[src/rtl/lin_pkg.sv]
package lin_pkg;
  localparam logic [1:0] OP_TXH = 2'b01;
  localparam logic [1:0] OP_TXR = 2'b10;
  localparam logic [1:0] OP_RXR = 2'b11;
  localparam logic [1:0] CFG_NOCHK  = 2'b01;
  localparam logic [1:0] CFG_NOTOUT = 2'b10;
  localparam logic [1:0] CFG_LISTEN = 2'b11;
  localparam logic [7:0] SYNC_BYTE  = 8'h55;

  typedef enum logic [2:0] {FS_IDLE, FS_HDR, FS_WRESP, FS_RTX, FS_RRX} fstate_t;
  typedef enum logic [1:0] {HP_WAIT, HP_SYNC, HP_PID} hparse_t;

  function automatic logic [7:0] pid_of(input logic [5:0] id);
    logic p0, p1;
    p0 = id[0] ^ id[1] ^ id[2] ^ id[4];
    p1 = ~(id[1] ^ id[3] ^ id[4] ^ id[5]);
    return {p1, p0, id};
  endfunction

  function automatic logic [7:0] add_ec(input logic [7:0] a, input logic [7:0] b);
    logic [8:0] s;
    s = {1'b0, a} + {1'b0, b};
    return s[7:0] + {7'b0, s[8]};
  endfunction
endpackage

[src/rtl/lin_tx.sv]
module lin_tx #(
  parameter int BRK_LEN = 13
) (
  input  logic       clk,
  input  logic       rst_n,
  input  logic       tick,
  input  logic       ld_brk,
  input  logic       ld_byte,
  input  logic [7:0] byte_in,
  output logic       ready,
  output logic       line
);
  localparam int SW = BRK_LEN + 1;
  localparam int CW = $clog2(SW + 1);

  logic [SW-1:0] sh;
  logic [CW-1:0] cnt;

  assign ready = (cnt == '0);

  always_ff @(posedge clk or negedge rst_n) begin
    if (!rst_n) begin
      sh   <= '0;
      cnt  <= '0;
      line <= 1'b1;
    end else if (ld_brk) begin
      sh  <= {1'b1, {BRK_LEN{1'b0}}};
      cnt <= CW'(SW);
    end else if (ld_byte) begin
      sh  <= SW'({1'b1, byte_in, 1'b0});
      cnt <= CW'(10);
    end else if (tick && cnt != '0) begin
      line <= sh[0];
      sh   <= sh >> 1;
      cnt  <= cnt - CW'(1);
    end
  end


  idle_recessive_chk: assert property (@(posedge clk) disable iff (!rst_n)
    ready |-> line);

  load_when_free_chk: assert property (@(posedge clk) disable iff (!rst_n)
    (ld_brk || ld_byte) |-> ready);
endmodule

[src/rtl/lin_rx.sv]
module lin_rx #(
  parameter int BRK_MIN = 11
) (
  input  logic       clk,
  input  logic       rst_n,
  input  logic       tick,
  input  logic       line_in,
  output logic       byte_vld,
  output logic [7:0] byte_out,
  output logic       brk
);
  localparam int ZW = $clog2(BRK_MIN + 1);
  typedef enum logic [1:0] {RS_IDLE, RS_DATA, RS_STOP, RS_WAITH} rstate_t;

  rstate_t       rs;
  logic [7:0]    sh;
  logic [2:0]    bc;
  logic [ZW-1:0] zc;

  assign byte_out = sh;

  always_ff @(posedge clk or negedge rst_n) begin
    if (!rst_n) begin
      rs <= RS_IDLE; sh <= '0; bc <= '0; zc <= '0;
      byte_vld <= 1'b0; brk <= 1'b0;
    end else begin
      byte_vld <= 1'b0;
      brk      <= 1'b0;
      if (tick) begin
        if (!line_in) begin
          if (zc != ZW'(BRK_MIN)) zc <= zc + ZW'(1);
        end else begin
          if (zc == ZW'(BRK_MIN)) brk <= 1'b1;
          zc <= '0;
        end
        case (rs)
          RS_IDLE:  if (!line_in) begin rs <= RS_DATA; bc <= '0; end
          RS_DATA: begin
            sh <= {line_in, sh[7:1]};
            bc <= bc + 3'd1;
            if (bc == 3'd7) rs <= RS_STOP;
          end
          RS_STOP: begin
            if (line_in) begin byte_vld <= 1'b1; rs <= RS_IDLE; end
            else rs <= RS_WAITH;
          end
          default: if (line_in) rs <= RS_IDLE;
        endcase
      end
    end
  end


  brk_not_byte_chk: assert property (@(posedge clk) disable iff (!rst_n)
    brk |-> !byte_vld);

  byte_pulse_chk: assert property (@(posedge clk) disable iff (!rst_n)
    byte_vld |=> !byte_vld);
endmodule

[src/rtl/lin_frame_ctrl.sv]
module lin_frame_ctrl
  import lin_pkg::*;
#(
  parameter int MAXLEN        = 8,
  parameter int BRK_LEN       = 13,
  parameter int BRK_MIN       = 11,
  parameter int TOUT_PER_BYTE = 14
) (
  input  logic                clk,
  input  logic                rst_n,
  input  logic                bit_tick,
  input  logic [1:0]          cfg,
  input  logic                cmd_valid,
  input  logic [1:0]          cmd_op,
  input  logic [5:0]          cmd_id,
  input  logic [3:0]          cmd_len,
  input  logic [MAXLEN*8-1:0] tx_buf,
  input  logic                rxd,
  output logic                txd,
  output logic                busy,
  output logic                id_ok,
  output logic [5:0]          rx_id,
  output logic                tx_ok,
  output logic                rx_ok,
  output logic                chk_err,
  output logic                tout_err,
  output logic [MAXLEN*8-1:0] rx_buf
);
  localparam int LENW = 4;
  localparam int IW   = $clog2(MAXLEN);
  localparam int TW   = $clog2(TOUT_PER_BYTE * (MAXLEN + 1) + 1);

  fstate_t        st;
  hparse_t        hp;
  logic [LENW-1:0] bidx, len_q;
  logic [7:0]     pid_q, acc, tx_byte, rx_byte;
  logic [TW-1:0]  tcnt, lim;
  logic [7:0]     txb [MAXLEN];
  logic [7:0]     rxb [MAXLEN];
  logic tx_rdy, tx_line, tx_ld_brk, tx_ld_byte, rx_in, rx_vld, rx_brk;
  logic chk_on, tout_on, listen, acc_hdr, acc_rsp, tout_hit;

  for (genvar g = 0; g < MAXLEN; g++) begin : g_buf
    assign txb[g] = tx_buf[g*8 +: 8];
    assign rx_buf[g*8 +: 8] = rxb[g];
  end

  assign chk_on  = (cfg != CFG_NOCHK);
  assign tout_on = (cfg != CFG_NOTOUT);
  assign listen  = (cfg == CFG_LISTEN);
  assign rx_in   = listen ? tx_line : rxd;
  assign txd     = listen ? 1'b1 : tx_line;
  assign busy    = (st != FS_IDLE);
  assign lim     = (TW'(len_q) + TW'(chk_on)) * TW'(TOUT_PER_BYTE);
  assign tout_hit = bit_tick && tout_on && (tcnt + TW'(1) >= lim);

  assign acc_hdr = cmd_valid && cmd_op == OP_TXH && st == FS_IDLE;
  assign acc_rsp = cmd_valid && (cmd_op == OP_TXR || cmd_op == OP_RXR)
                   && (st == FS_IDLE || st == FS_WRESP);

  assign tx_ld_brk  = tx_rdy && st == FS_HDR && bidx == '0;
  assign tx_ld_byte = tx_rdy && ((st == FS_HDR && (bidx == LENW'(1) || bidx == LENW'(2)))
                     || (st == FS_RTX && (bidx < len_q || (bidx == len_q && chk_on))));
  always_comb begin
    if (st == FS_HDR) tx_byte = (bidx == LENW'(1)) ? SYNC_BYTE : pid_q;
    else              tx_byte = (bidx == len_q) ? ~acc : txb[bidx[IW-1:0]];
  end

  lin_tx #(.BRK_LEN(BRK_LEN)) u_tx (
    .clk, .rst_n, .tick(bit_tick), .ld_brk(tx_ld_brk), .ld_byte(tx_ld_byte),
    .byte_in(tx_byte), .ready(tx_rdy), .line(tx_line));

  lin_rx #(.BRK_MIN(BRK_MIN)) u_rx (
    .clk, .rst_n, .tick(bit_tick), .line_in(rx_in),
    .byte_vld(rx_vld), .byte_out(rx_byte), .brk(rx_brk));

  // frame sequencer
  always_ff @(posedge clk or negedge rst_n) begin
    if (!rst_n) begin
      st <= FS_IDLE; bidx <= '0; len_q <= '0; pid_q <= '0; acc <= '0; tcnt <= '0;
      tx_ok <= 1'b0; rx_ok <= 1'b0; chk_err <= 1'b0; tout_err <= 1'b0;
      for (int i = 0; i < MAXLEN; i++) rxb[i] <= '0;
    end else if (acc_hdr || acc_rsp) begin
      tx_ok <= 1'b0; rx_ok <= 1'b0; chk_err <= 1'b0; tout_err <= 1'b0;
      bidx <= '0; acc <= '0; tcnt <= '0;
      if (acc_hdr) begin
        st <= FS_HDR; pid_q <= pid_of(cmd_id);
      end else begin
        st <= (cmd_op == OP_TXR) ? FS_RTX : FS_RRX;
        len_q <= cmd_len;
      end
    end else begin
      case (st)
        FS_HDR: begin
          if (tx_ld_brk || tx_ld_byte) bidx <= bidx + LENW'(1);
          else if (tx_rdy && bidx == LENW'(3)) st <= FS_WRESP;
        end
        FS_RTX, FS_RRX: begin
          if (bit_tick) tcnt <= tcnt + TW'(1);
          if (tout_hit) begin
            tout_err <= 1'b1; st <= FS_IDLE;
          end else if (st == FS_RTX) begin
            if (tx_ld_byte) begin
              bidx <= bidx + LENW'(1);
              if (bidx < len_q) acc <= add_ec(acc, tx_byte);
            end else if (tx_rdy) begin
              tx_ok <= 1'b1; st <= FS_IDLE;
            end
          end else if (rx_vld) begin
            if (bidx < len_q) begin
              rxb[bidx[IW-1:0]] <= rx_byte;
              acc  <= add_ec(acc, rx_byte);
              bidx <= bidx + LENW'(1);
              if (bidx + LENW'(1) == len_q && !chk_on) begin
                rx_ok <= 1'b1; st <= FS_IDLE;
              end
            end else begin
              if (rx_byte == ~acc) rx_ok <= 1'b1;
              else chk_err <= 1'b1;
              st <= FS_IDLE;
            end
          end
        end
        default: ;
      endcase
    end
  end

  // header parser
  always_ff @(posedge clk or negedge rst_n) begin
    if (!rst_n) begin
      hp <= HP_WAIT; id_ok <= 1'b0; rx_id <= '0;
    end else if (rx_brk || acc_hdr) begin
      id_ok <= 1'b0;
      if (rx_brk) hp <= HP_SYNC;
    end else if (rx_vld) begin
      case (hp)
        HP_SYNC: hp <= (rx_byte == SYNC_BYTE) ? HP_PID : HP_WAIT;
        HP_PID: begin
          if (pid_of(rx_byte[5:0]) == rx_byte) begin
            id_ok <= 1'b1; rx_id <= rx_byte[5:0];
          end
          hp <= HP_WAIT;
        end
        default: ;
      endcase
    end
  end


  busy_end_chk: assert property (@(posedge clk) disable iff (!rst_n)
    $fell(busy) |-> (tx_ok || rx_ok || chk_err || tout_err));

  one_outcome_chk: assert property (@(posedge clk) disable iff (!rst_n)
    $onehot0({tx_ok, rx_ok, chk_err, tout_err}));

  tout_off_chk: assert property (@(posedge clk) disable iff (!rst_n)
    $rose(tout_err) |-> $past(cfg) != CFG_NOTOUT);

  hdr_only_idle_chk: assert property (@(posedge clk) disable iff (!rst_n)
    (busy && st != FS_WRESP) |=> st != FS_HDR || $past(st) == FS_HDR);
endmodule

[config.mk]
export PLATFORM = sky130hd
export DESIGN_NAME = lin_frame_ctrl
export DESIGN_NICKNAME = d
export VERILOG_FILES = /design/src/rtl/lin_pkg.sv /design/src/rtl/lin_tx.sv /design/src/rtl/lin_rx.sv /design/src/rtl/lin_frame_ctrl.sv
export SDC_FILE = /design/constraint.sdc
export NUM_CORES = 1
export LEC_CHECK = 0
export BUFFER_PORTS_ARGS = -buffer_cell sky130_fd_sc_hd__clkbuf_2
export CORE_MARGIN = 4
export CORE_UTILIZATION = 45
export DETAILED_ROUTE_END_ITERATION = 12
export PLACE_DENSITY_LB_ADDON = 0.3
export SLEW_MARGIN = 20
export SYNTH_ARGS = -nofsm -noshare
export SYNTH_HDL_FRONTEND = slang
export SYNTH_HIERARCHICAL = 1
export SYNTH_SLANG_ARGS = --single-unit
[constraint.sdc]
create_clock -name clk -period 5.4 [get_ports clk]
set_clock_uncertainty 0.2 [all_clocks]
set_input_delay 1.35 -clock clk [delete_from_list [all_inputs] [get_ports clk]]
set_output_delay 1.35 -clock clk [all_outputs]
set_load 0.02 [all_outputs]
==> results of run 1 <==
worst max-delay path: cells and delay by family:
| kind | cells | cell delay, ps |
|---|---|---|
| muxes | 1 | 350 |
| adders and majority gates | 4 | 870 |
| xor gates and xnor gates | 4 | 630 |
| and+or+nand+nor | 4 | 720 |
| buffers and inverters | 3 | 470 |
| AOI/OAI and AO/OA | 5 | 930 |
how the worst max path moves through the flow:
stage	end	start	slack (ps)
2_1_floorplan	rx_buf[0]	cfg[1]	-100
3_3_place_gp	rx_buf[3]	cfg[1]	-180
3_5_place_dp	rx_buf[6]	cfg[1]	-250
4_1_cts	rx_buf[6]	cfg[1]	210
5_1_grt	rx_buf[6]	cfg[1]	30
6_report	rx_buf[6]	cfg[1]	180
power by group:
part           internal, mW  total, mW  switching, mW  leakage, nW
Sequential             1.19       1.37          0.181         2.01
Clock                 0.626       1.20          0.571        0.289
Combinational         0.293      0.621          0.329         3.20
placed cells by master, fill, tap and decap left out, types with 9 or more instances in the layout:
cell	Yosys	layout
sky130_fd_sc_hd__a31oi_1	17	17
sky130_fd_sc_hd__xor2_1	17	16
sky130_fd_sc_hd__clkbuf_2	0	158
sky130_fd_sc_hd__nand4_1	13	13
sky130_fd_sc_hd__inv_1	33	32
sky130_fd_sc_hd__nor2_1	46	46
sky130_fd_sc_hd__and3_1	18	18
sky130_fd_sc_hd__a21o_1	13	13
sky130_fd_sc_hd__buf_4	1	41
sky130_fd_sc_hd__o21ai_0	48	48
sky130_fd_sc_hd__xnor2_1	30	30
sky130_fd_sc_hd__mux2_2	88	87
sky130_fd_sc_hd__ha_1	48	45
sky130_fd_sc_hd__a21oi_1	40	40
sky130_fd_sc_hd__dfrtp_1	148	148
sky130_fd_sc_hd__mux2i_1	10	10
sky130_fd_sc_hd__nand2_1	53	53
sky130_fd_sc_hd__nand3_1	29	29
sky130_fd_sc_hd__clkbuf_16	0	17
sky130_fd_sc_hd__a221oi_1	9	9
final cells by class:
| class | instances | area [µm²] | share of cell area [%] |
|---|---|---|---|
| clock buffers | 17 | 425 | 3.87 |
| clock inverters | 15 | 184 | 1.67 |
| repair buffers | 203 | 1170 | 10.7 |
| multi-input cells | 627 | 4990 | 45.5 |
| inverters | 36 | 148 | 1.34 |
| well taps | 265 | 332 | 3.02 |
| flip-flops and latches | 149 | 3730 | 34.0 |
per-layer routing:
layer  track usage (%)  routed length, µm  vias to the layer above
met1              28.3              10600                     3708
met3              3.88               1260                       29
li1                  -                  -                     3493
met2              36.5              11600                      204
met5                 0                  0                        -
met4              5.90                369                        0
state kept, by name (all words and copies together), names as in the netlist, 3 cells and up:
name / count
u_rx/zc: 4
bidx: 4
u_rx/byte_out: 8
u_rx/bc: 3
tcnt: 7
u_tx/cnt: 4
pid_q: 8
rx_buf: 64
len_q: 4
st: 3
u_tx/sh: 14
acc: 8
rx_id: 6
metrics by stage:
stage	util [%]	hold WS [ps]	setup TNS [ps]	total power, mW	cells
after global placement	53.0	274	-5880	1.99	1280
final	56.1	290	0	3.19	1312
after floorplan	-	227	-812	1.83	851
after global routing	56.1	311	0	3.35	1312
after CTS	56.1	302	0	3.21	1312
after detailed placement	53.0	278	-11480	2.01	1280
cells by family (layout without fill, tap and decap cells):
kind of cell	Yosys count	in the layout	synth area share [%]
buf+inv	75	271	3.89
fa+ha+maj	52	52	7.55
mux	112	112	15.0
xor+xnor	47	47	4.57
flops	149	149	41.4
simple gates	217	217	13.0
compound gates	199	199	14.7
==> flow_metrics.tcl, run 1 <==
set metrics [dict create \
    final_design_area_no_fill_um2 11000 \
    design.die.area_um2 22400 \
    synthMostInstantiatedCell "sky130_fd_sc_hd__dfrtp_1" \
    fillers 1707 \
    groute.usage.overall_pct 21.5 \
    grt_pass1_wl_mm 38.5 \
    drt_pass_1_iters 7 \
    timing.critical_path.slowest_cell_delay_ps 350 \
    routabilityCongestion 0.872 \
    die_w_um 150 \
    via_per_inst 5.67 \
    start_util_pct 46.0 \
    detailedRoute.firstIterationViolations 466 \
    core-area_um2 19600 \
    timing.hold.worst.class "flip-flop to flip-flop" \
    worst_setup_path_start_kind "primary input" \
    cts.clk_slew.worst_paths_ps 70 \
    tritoncts "done" \
    post_cts_hold_buffer_count 0 \
    max_clock_freq_mhz 192 \
    finalWorstPathRequiredPeriod_ps 5220 \
    worst_r2r_endpoint "acc[4]" \
    synth_top_area_share_pct 41.1 \
    cts.sink_count 149 \
    number_of_input_and_output_port_buffers_inserted 159 \
    mappedNetlistNets 986 \
    predominant_post_synthesis_flop_cell "sky130_fd_sc_hd__dfrtp_1" \
    timing.critical_path.cells "clkbuf_2 > nand2b_4 > ha_4 > ha_4 > xor2_4 > buf_4 > xor2_1 > ha_1 > xnor2_1 > a221oi_1 > nor2_1 > a31oi_1 > xnor2_1 > ha_1 > a21oi_1 > o211ai_1 > a21o_1 > or2_1 > nor4_4 > buf_4 > mux2_2" \
    hpwl_mm 17.9 \
    synth_area_um2 9010 \
    yosys_warnings 6 \
    antenna_found_initial 0 \
    postLayoutSetupSlackWorst_ps 185 \
    synth_edf_count 0 \
    worstPathMaxFanout 8 \
    post_cts_resized 0 \
    post_synth_inst_count 851 \
    synthesis.area_per_instance_um2 10.6 \
    p_leak_nw 5.50 \
    worstPathRequired_ps 5530 \
    setup_viol 0 \
    final_hold_viol_count 0 \
    via_count_of_the_first_global_routing_pass 7445 \
    post_route_cells_drive_above_1_share_pct 35.8 \
    worst-r2r-cell-count 19 \
    nets 1169 \
    ioPinCount 160 \
    tightest_slew_ps 799 \
    synth_async_sr_flop_share_pct 100 \
    cpMaxStageDelayCell "sky130_fd_sc_hd__mux2_2" \
    rrSetupSlack_ps 450 \
    ys_seq_elements 149 \
    timing.rr.start "len_q[2]" \
    grt_start_max_net_pins 86 \
    dp_worst_setup_slack_ps -247 \
    power_density_over_the_cells_nw_per_um2 290 \
    yosys.cell_types.count 79 \
    diodes 0 \
    area_growth_pct 21.8 \
    clk_latency_ps 440 \
    peakVddDrop_mv 0.213 \
    yosys-top-cells-count "148 x sky130_fd_sc_hd__dfrtp_1, 88 x sky130_fd_sc_hd__mux2_2, 53 x sky130_fd_sc_hd__nand2_1" \
    data_arrival_time_of_the_critical_path_ps 5340 \
    hold_path_depth 1 \
    synth_sequential_area_ratio_pct 41.4 \
    floorplan.die.height_um 150 \
    synth.area.top_cells "sky130_fd_sc_hd__dfrtp_1 41%, sky130_fd_sc_hd__mux2_2 11%, sky130_fd_sc_hd__ha_1 6.7%" \
    drc_errors 0 \
    cts_setup_buffers 0 \
    synth_top_cell_by_area "sky130_fd_sc_hd__dfrtp_1" \
    cts.path.max_buffers 2 \
    postRouteWirelength_mm 23.8 \
    cts-buffers-inserted 17 \
    postRouteAntennaNets 0 \
    end_kind "flip-flop" \
    route.detailed.wl_per_inst_um 18.2 \
    drv.max_cap_violation_count 0 \
    count_of_final_max_slew_check_failures 0 \
    dr_total_vias 7434 \
    htree_num_levels 4 \
    finalCritPeriodShare_pct 96.6 \
    unrepaired_setup_endpoints_after_global_routing "false" \
    rows 51 \
    detailed_place.area_um2 10400 \
    whs_endpoint "hp[1]" \
    grt_overflow 0 \
    slew-limit-headroom_pct 46.8 \
    timing.hold.worst.start "u_rx/brk" \
    setup.worst_path.class "primary input to flip-flop" \
    status "completed" \
    clk_root_buffer_cell "sky130_fd_sc_hd__clkbuf_16" \
]
Power figures use the tool's default switching activity.
==> run 2, diff against run 1 <==
--- a/config.mk
+++ b/config.mk
@@ -5,10 +5,10 @@
 export SDC_FILE = /design/constraint.sdc
 export NUM_CORES = 1
 export LEC_CHECK = 0
-export BUFFER_PORTS_ARGS = -buffer_cell sky130_fd_sc_hd__clkbuf_2
 export CORE_MARGIN = 4
 export CORE_UTILIZATION = 45
 export DETAILED_ROUTE_END_ITERATION = 12
+export DONT_BUFFER_PORTS = 1
 export PLACE_DENSITY_LB_ADDON = 0.3
 export SLEW_MARGIN = 20
 export SYNTH_ARGS = -nofsm -noshare
==> run 2 against run 1 <==
Against the previous run:
- design area fell by 7.6%
- clock power is essentially flat
- hold slack worse by 2.2 ps
- critical path depth down 3
- largest cell class unchanged
- register-to-register slack hardly changed
==> flow_metrics.tcl, run 2 (synthesized netlist as in run 1, its figures left out) <==
set metrics [dict create \
    post_cts_hold_buffer_count 0 \
    timing.critical_path.cells "nand2b_4 > ha_4 > ha_4 > xor2_4 > fa_1 > ha_2 > inv_2 > fa_2 > xor2_1 > ha_1 > a21o_1 > a21oi_1 > o211ai_1 > a21o_1 > or2_1 > nor4_4 > buf_12 > mux2_2" \
    dr_total_vias 6768 \
    area_growth_pct 12.5 \
    hold_path_depth 1 \
    tritoncts "done" \
    worst_setup_path_start_kind "primary input" \
    drt_pass_1_iters 5 \
    postRouteWirelength_mm 22.5 \
    detailedRoute.firstIterationViolations 392 \
    post_route_cells_drive_above_1_share_pct 23.8 \
    timing.critical_path.max_delay_family "adder cells" \
    max_clock_freq_mhz 197 \
    route.detailed.wl_per_inst_um 19.6 \
    design.die.area_um2 22400 \
    worst-r2r-cell-count 20 \
    met2WireLength_mm 10.9 \
    drv.max_cap_violation_count 0 \
    timing.critical_path.slowest_cell_delay_ps 510 \
    core-area_um2 19600 \
    p_leak_nw 4.76 \
    grt_start_max_net_pins 150 \
    cts.path.max_buffers 2 \
    via_per_inst 5.91 \
    cts.clk_slew.worst_paths_ps 70 \
    total_power_mw 3.11 \
    floorplan.die.height_um 150 \
    data_arrival_time_of_the_critical_path_ps 5190 \
    ioPinCount 160 \
    end_kind "flip-flop" \
    grt_overflow 0 \
    routabilityCongestion 0.881 \
    cts-buffers-inserted 17 \
    post_cts_resized 0 \
    timing.critical_path.buf_inv 2 \
    setup_viol 0 \
    number_of_input_and_output_port_buffers_inserted 0 \
    peakVddDrop_mv 0.210 \
    hold_ws_ps 288 \
    slew-limit-headroom_pct 49.2 \
    nets 1002 \
    final_core_utilization_pct 51.8 \
    mostFrequentLayoutCells "148 x sky130_fd_sc_hd__dfrtp_1, 87 x sky130_fd_sc_hd__mux2_2, 53 x sky130_fd_sc_hd__nand2_1" \
    groute.usage.overall_pct 20.3 \
    route.top_layer_used "met5" \
    timing.hold.worst.class "flip-flop to flip-flop" \
    worstPathRequired_ps 5510 \
    power_density_over_the_cells_nw_per_um2 307 \
    drc_errors 0 \
    detailed_place.area_um2 9530 \
    tightest_slew_ps 762 \
    finalCritPeriodShare_pct 94.0 \
    worstPathMaxFanout 8 \
    finalWorstPathRequiredPeriod_ps 5080 \
    clk_latency_ps 430 \
    final_hold_viol_count 0 \
    cts_setup_buffers 0 \
    final_layout_setup_total_negative_slack_ps 0 \
    die_w_um 150 \
    hpwl_mm 16.5 \
    cts.sink_count 149 \
    route.met3.wl_mm 1.44 \
    start_util_pct 46.0 \
    status "completed" \
    wirelength_met1_mm 9.73 \
    grt_pass1_wl_mm 36.0 \
    final_common_cell "sky130_fd_sc_hd__dfrtp_1" \
    final_design_area_no_fill_um2 10100 \
    via_count_of_the_first_global_routing_pass 6653 \
    unrepaired_setup_endpoints_after_global_routing "false" \
    rrSetupSlack_ps 460 \
    largest_register_ffs 64 \
    postRouteAntennaNets 0 \
    crit_cells 18 \
    clk_root_buffer_cell "sky130_fd_sc_hd__clkbuf_16" \
    count_of_final_max_slew_check_failures 0 \
    htree_num_levels 4 \
    setup.worst_path.class "primary input to flip-flop" \
    antenna_found_initial 2 \
    rows 51 \
    cpMaxStageDelayCell "sky130_fd_sc_hd__fa_1" \
]
[run 2: area by class of cell]
| cell class | instances | area (µm²) |
|---|---|---|
| tap | 265 | 332 |
| antenna | 1 | 2.50 |
| multi-input combinational | 627 | 5000 |
| timing repair buffer | 36 | 320 |
| fill | 1740 | 9450 |
| sequential | 149 | 3730 |
| clock buffer | 17 | 425 |
| inverter | 36 | 148 |
| clock inverter | 15 | 186 |
[run 2: stage by stage]
| step | std cells | setup slack [ps] |
|---|---|---|
| CTS | 1145 | 321 |
| floorplan | 851 | -101 |
| detailed placement | 1113 | -169 |
| global route | 1145 | 24.1 |
| global placement | 1113 | -104 |
| finish | 1146 | 324 |
[run 2: metal layers]
| layer | up-vias | GRT usage [%] |
|---|---|---|
| li1 | 3171 | - |
| met1 | 3367 | 25.9 |
| met2 | 191 | 33.7 |
| met3 | 35 | 5.63 |
| met4 | 4 | 6.22 |
| met5 | - | 0 |
[run 2: report_power, final]
group,switching [mW],internal (mW)
combinational,0.284,0.268
sequential,0.180,1.19
clock,0.565,0.628
[run 2: final timing paths]
| check | startpoint | to |
|---|---|---|
| min | u_rx/brk | hp[1] |
| min in group asynchronous | rst_n | u_tx/sh[6] |
| max reg2reg | bidx[0] | acc[4] |
| max in group asynchronous | rst_n | acc[1] |
| max | cfg[1] | rx_buf[7] |
| min reg2reg | u_rx/brk | hp[1] |
==> run 3, diff against run 2 <==
--- a/config.mk
+++ b/config.mk
@@ -5,7 +5,6 @@
 export SDC_FILE = /design/constraint.sdc
 export NUM_CORES = 1
 export LEC_CHECK = 0
-export CORE_MARGIN = 4
 export CORE_UTILIZATION = 45
 export DETAILED_ROUTE_END_ITERATION = 12
 export DONT_BUFFER_PORTS = 1
==> constraint.sdc (replaced) <==
create_clock -name clk -period 5.4 [get_ports clk]
set_clock_uncertainty 0.2 [all_clocks]
set_input_delay 1.35 -clock clk [delete_from_list [all_inputs] [get_ports clk]]
set_output_delay 1.35 -clock clk [all_outputs]
set_load 0.01 [all_outputs]
==> run 3 against run 2 <==
Against the previous run:
- global-route usage grew 2.8 points
- sequential power about the same
- maximum frequency is 1.3% lower
- critical endpoint is now rx_buf[4]
==> flow_metrics.tcl, run 3 (synthesized netlist as in run 1, its figures left out) <==
set metrics [dict create \
    worstPathMaxFanout 8 \
    final_core_utilization_pct 51.6 \
    worstPathRequired_ps 5520 \
    total_power_mw 3.12 \
    groute.usage.overall_pct 23.1 \
    worst-r2r-cell-count 19 \
    postRouteAntennaNets 0 \
    timing.hold.worst.class "flip-flop to flip-flop" \
    place.detailed.instances 1108 \
    ioPinCount 160 \
    cts-buffers-inserted 17 \
    timing.critical_path.slowest_cell_delay_ps 350 \
    route.detailed.wl_per_inst_um 20.2 \
    grt_overflow 0 \
    core-area_um2 19500 \
    dr_total_vias 6813 \
    timing.critical_path.cells "nand2b_4 > ha_4 > ha_4 > xor2_4 > buf_4 > xor2_1 > ha_1 > xnor2_1 > a221oi_1 > nor2_1 > a31oi_1 > xnor2_1 > ha_1 > a21oi_1 > o211ai_1 > a21o_1 > or2_1 > nor4_4 > buf_4 > mux2_2" \
    finalCritPeriodShare_pct 95.2 \
    final_design_area_no_fill_um2 10100 \
    hold_path_depth 1 \
    largest_register_ffs 64 \
    final_common_cell "sky130_fd_sc_hd__dfrtp_1" \
    cts.clk_slew.worst_paths_ps 70 \
    max_clock_freq_mhz 194 \
    dp_worst_setup_slack_ps -170 \
    unrepaired_setup_endpoints_after_global_routing "false" \
    number_of_input_and_output_port_buffers_inserted 0 \
    floorplan.die.height_um 144 \
    grt_start_max_net_pins 150 \
    final_layout_setup_total_negative_slack_ps 0 \
    cts.path.max_buffers 2 \
    design.die.area_um2 20600 \
    routabilityCongestion 0.894 \
    post_cts_hold_buffer_count 0 \
    post_cts_resized 0 \
    via_per_inst 5.97 \
    grt_pass1_wl_mm 35.9 \
    clk_root_buffer_cell "sky130_fd_sc_hd__clkbuf_16" \
    worst_setup_path_start_kind "primary input" \
    nets 997 \
    postLayoutSetupSlackWorst_ps 258 \
    drv.max_cap_violation_count 0 \
    post_route_cells_drive_above_1_share_pct 23.3 \
    rows 51 \
    power_density_over_the_cells_nw_per_um2 309 \
    via_count_of_the_first_global_routing_pass 6663 \
    hpwl_mm 16.7 \
    area_growth_pct 11.9 \
    final_hold_viol_count 0 \
    postRouteWirelength_mm 23.0 \
    timing.hold.worst.start "u_rx/brk" \
    detailedRoute.firstIterationViolations 410 \
    die_w_um 144 \
    timing.rr.start "len_q[2]" \
    drc_errors 0 \
    antenna_found_initial 2 \
    clk_latency_ps 430 \
    status "completed" \
    worst_r2r_endpoint "acc[4]" \
    htree_num_levels 4 \
    peakVddDrop_mv 0.204 \
    slew-limit-headroom_pct 44.7 \
    setup_viol 0 \
    setup.worst_path.class "primary input to flip-flop" \
    detailed_place.area_um2 9480 \
    tritoncts "done" \
    cts_setup_buffers 0 \
    rrSetupSlack_ps 460 \
    cpMaxStageDelayCell "sky130_fd_sc_hd__mux2_2" \
    p_leak_nw 4.74 \
    hold_ws_ps 276 \
    whs_endpoint "hp[1]" \
    tightest_slew_ps 825 \
    finalWorstPathRequiredPeriod_ps 5140 \
    data_arrival_time_of_the_critical_path_ps 5260 \
    count_of_final_max_slew_check_failures 0 \
    start_util_pct 46.2 \
    post_layout_nonfiller_instances 1141 \
    end_kind "flip-flop" \
    mostFrequentLayoutCells "148 x sky130_fd_sc_hd__dfrtp_1, 87 x sky130_fd_sc_hd__mux2_2, 53 x sky130_fd_sc_hd__nand2_1" \
    drt_pass_1_iters 5 \
    cts.sink_count 149 \
]
-- run 3: changes by cell type in the layout (fill, tap and decap cells not counted), sizes merged --
cell    previous run  this run
buf               36        31
inv               39        41
clkinv            10         8
-- run 3: how the worst max path moves through the flow --
stage,start,end,cells after the start
6_report,cfg[1],rx_buf[4],20
4_1_cts,cfg[1],rx_buf[4],20
3_5_place_dp,cfg[1],rx_buf[4],18
3_3_place_gp,cfg[1],rx_buf[0],18
5_1_grt,cfg[1],rx_buf[4],20
2_1_floorplan,cfg[1],rx_buf[0],18
-- run 3: metal layers --
layer / global-route usage [%] / part of all wire, %
met5: 0 / 0.039
met4: 8.90 / 2.3
met3: 4.83 / 6.1
met2: 38.8 / 48
met1: 29.1 / 44
-- run 3: report_power, final --
part / switching [mW] / internal, mW / leakage, nW
Sequential: 0.181 / 1.19 / 2.01
Clock: 0.566 / 0.625 / 0.287
Combinational: 0.287 / 0.268 / 2.44
-- run 3: worst max-delay path, delay by kind of cell --
kind            cells  cell delay, ps
compound gates      5             920
xor+xnor            4             650
fa+ha+maj           4             900
buf+inv             2             370
mux                 1             350
simple gates        4             720
-- run 3: area by class of cell --
class	count	area (µm²)
Clock inverter	15	176
Timing Repair Buffer	31	270
Antenna cell	1	2.50
Clock buffer	17	425
Sequential cell	149	3730
Fill cell	1801	9440
Tap cell	265	332
Inverter	36	148
Multi-Input combinational cell	627	5000
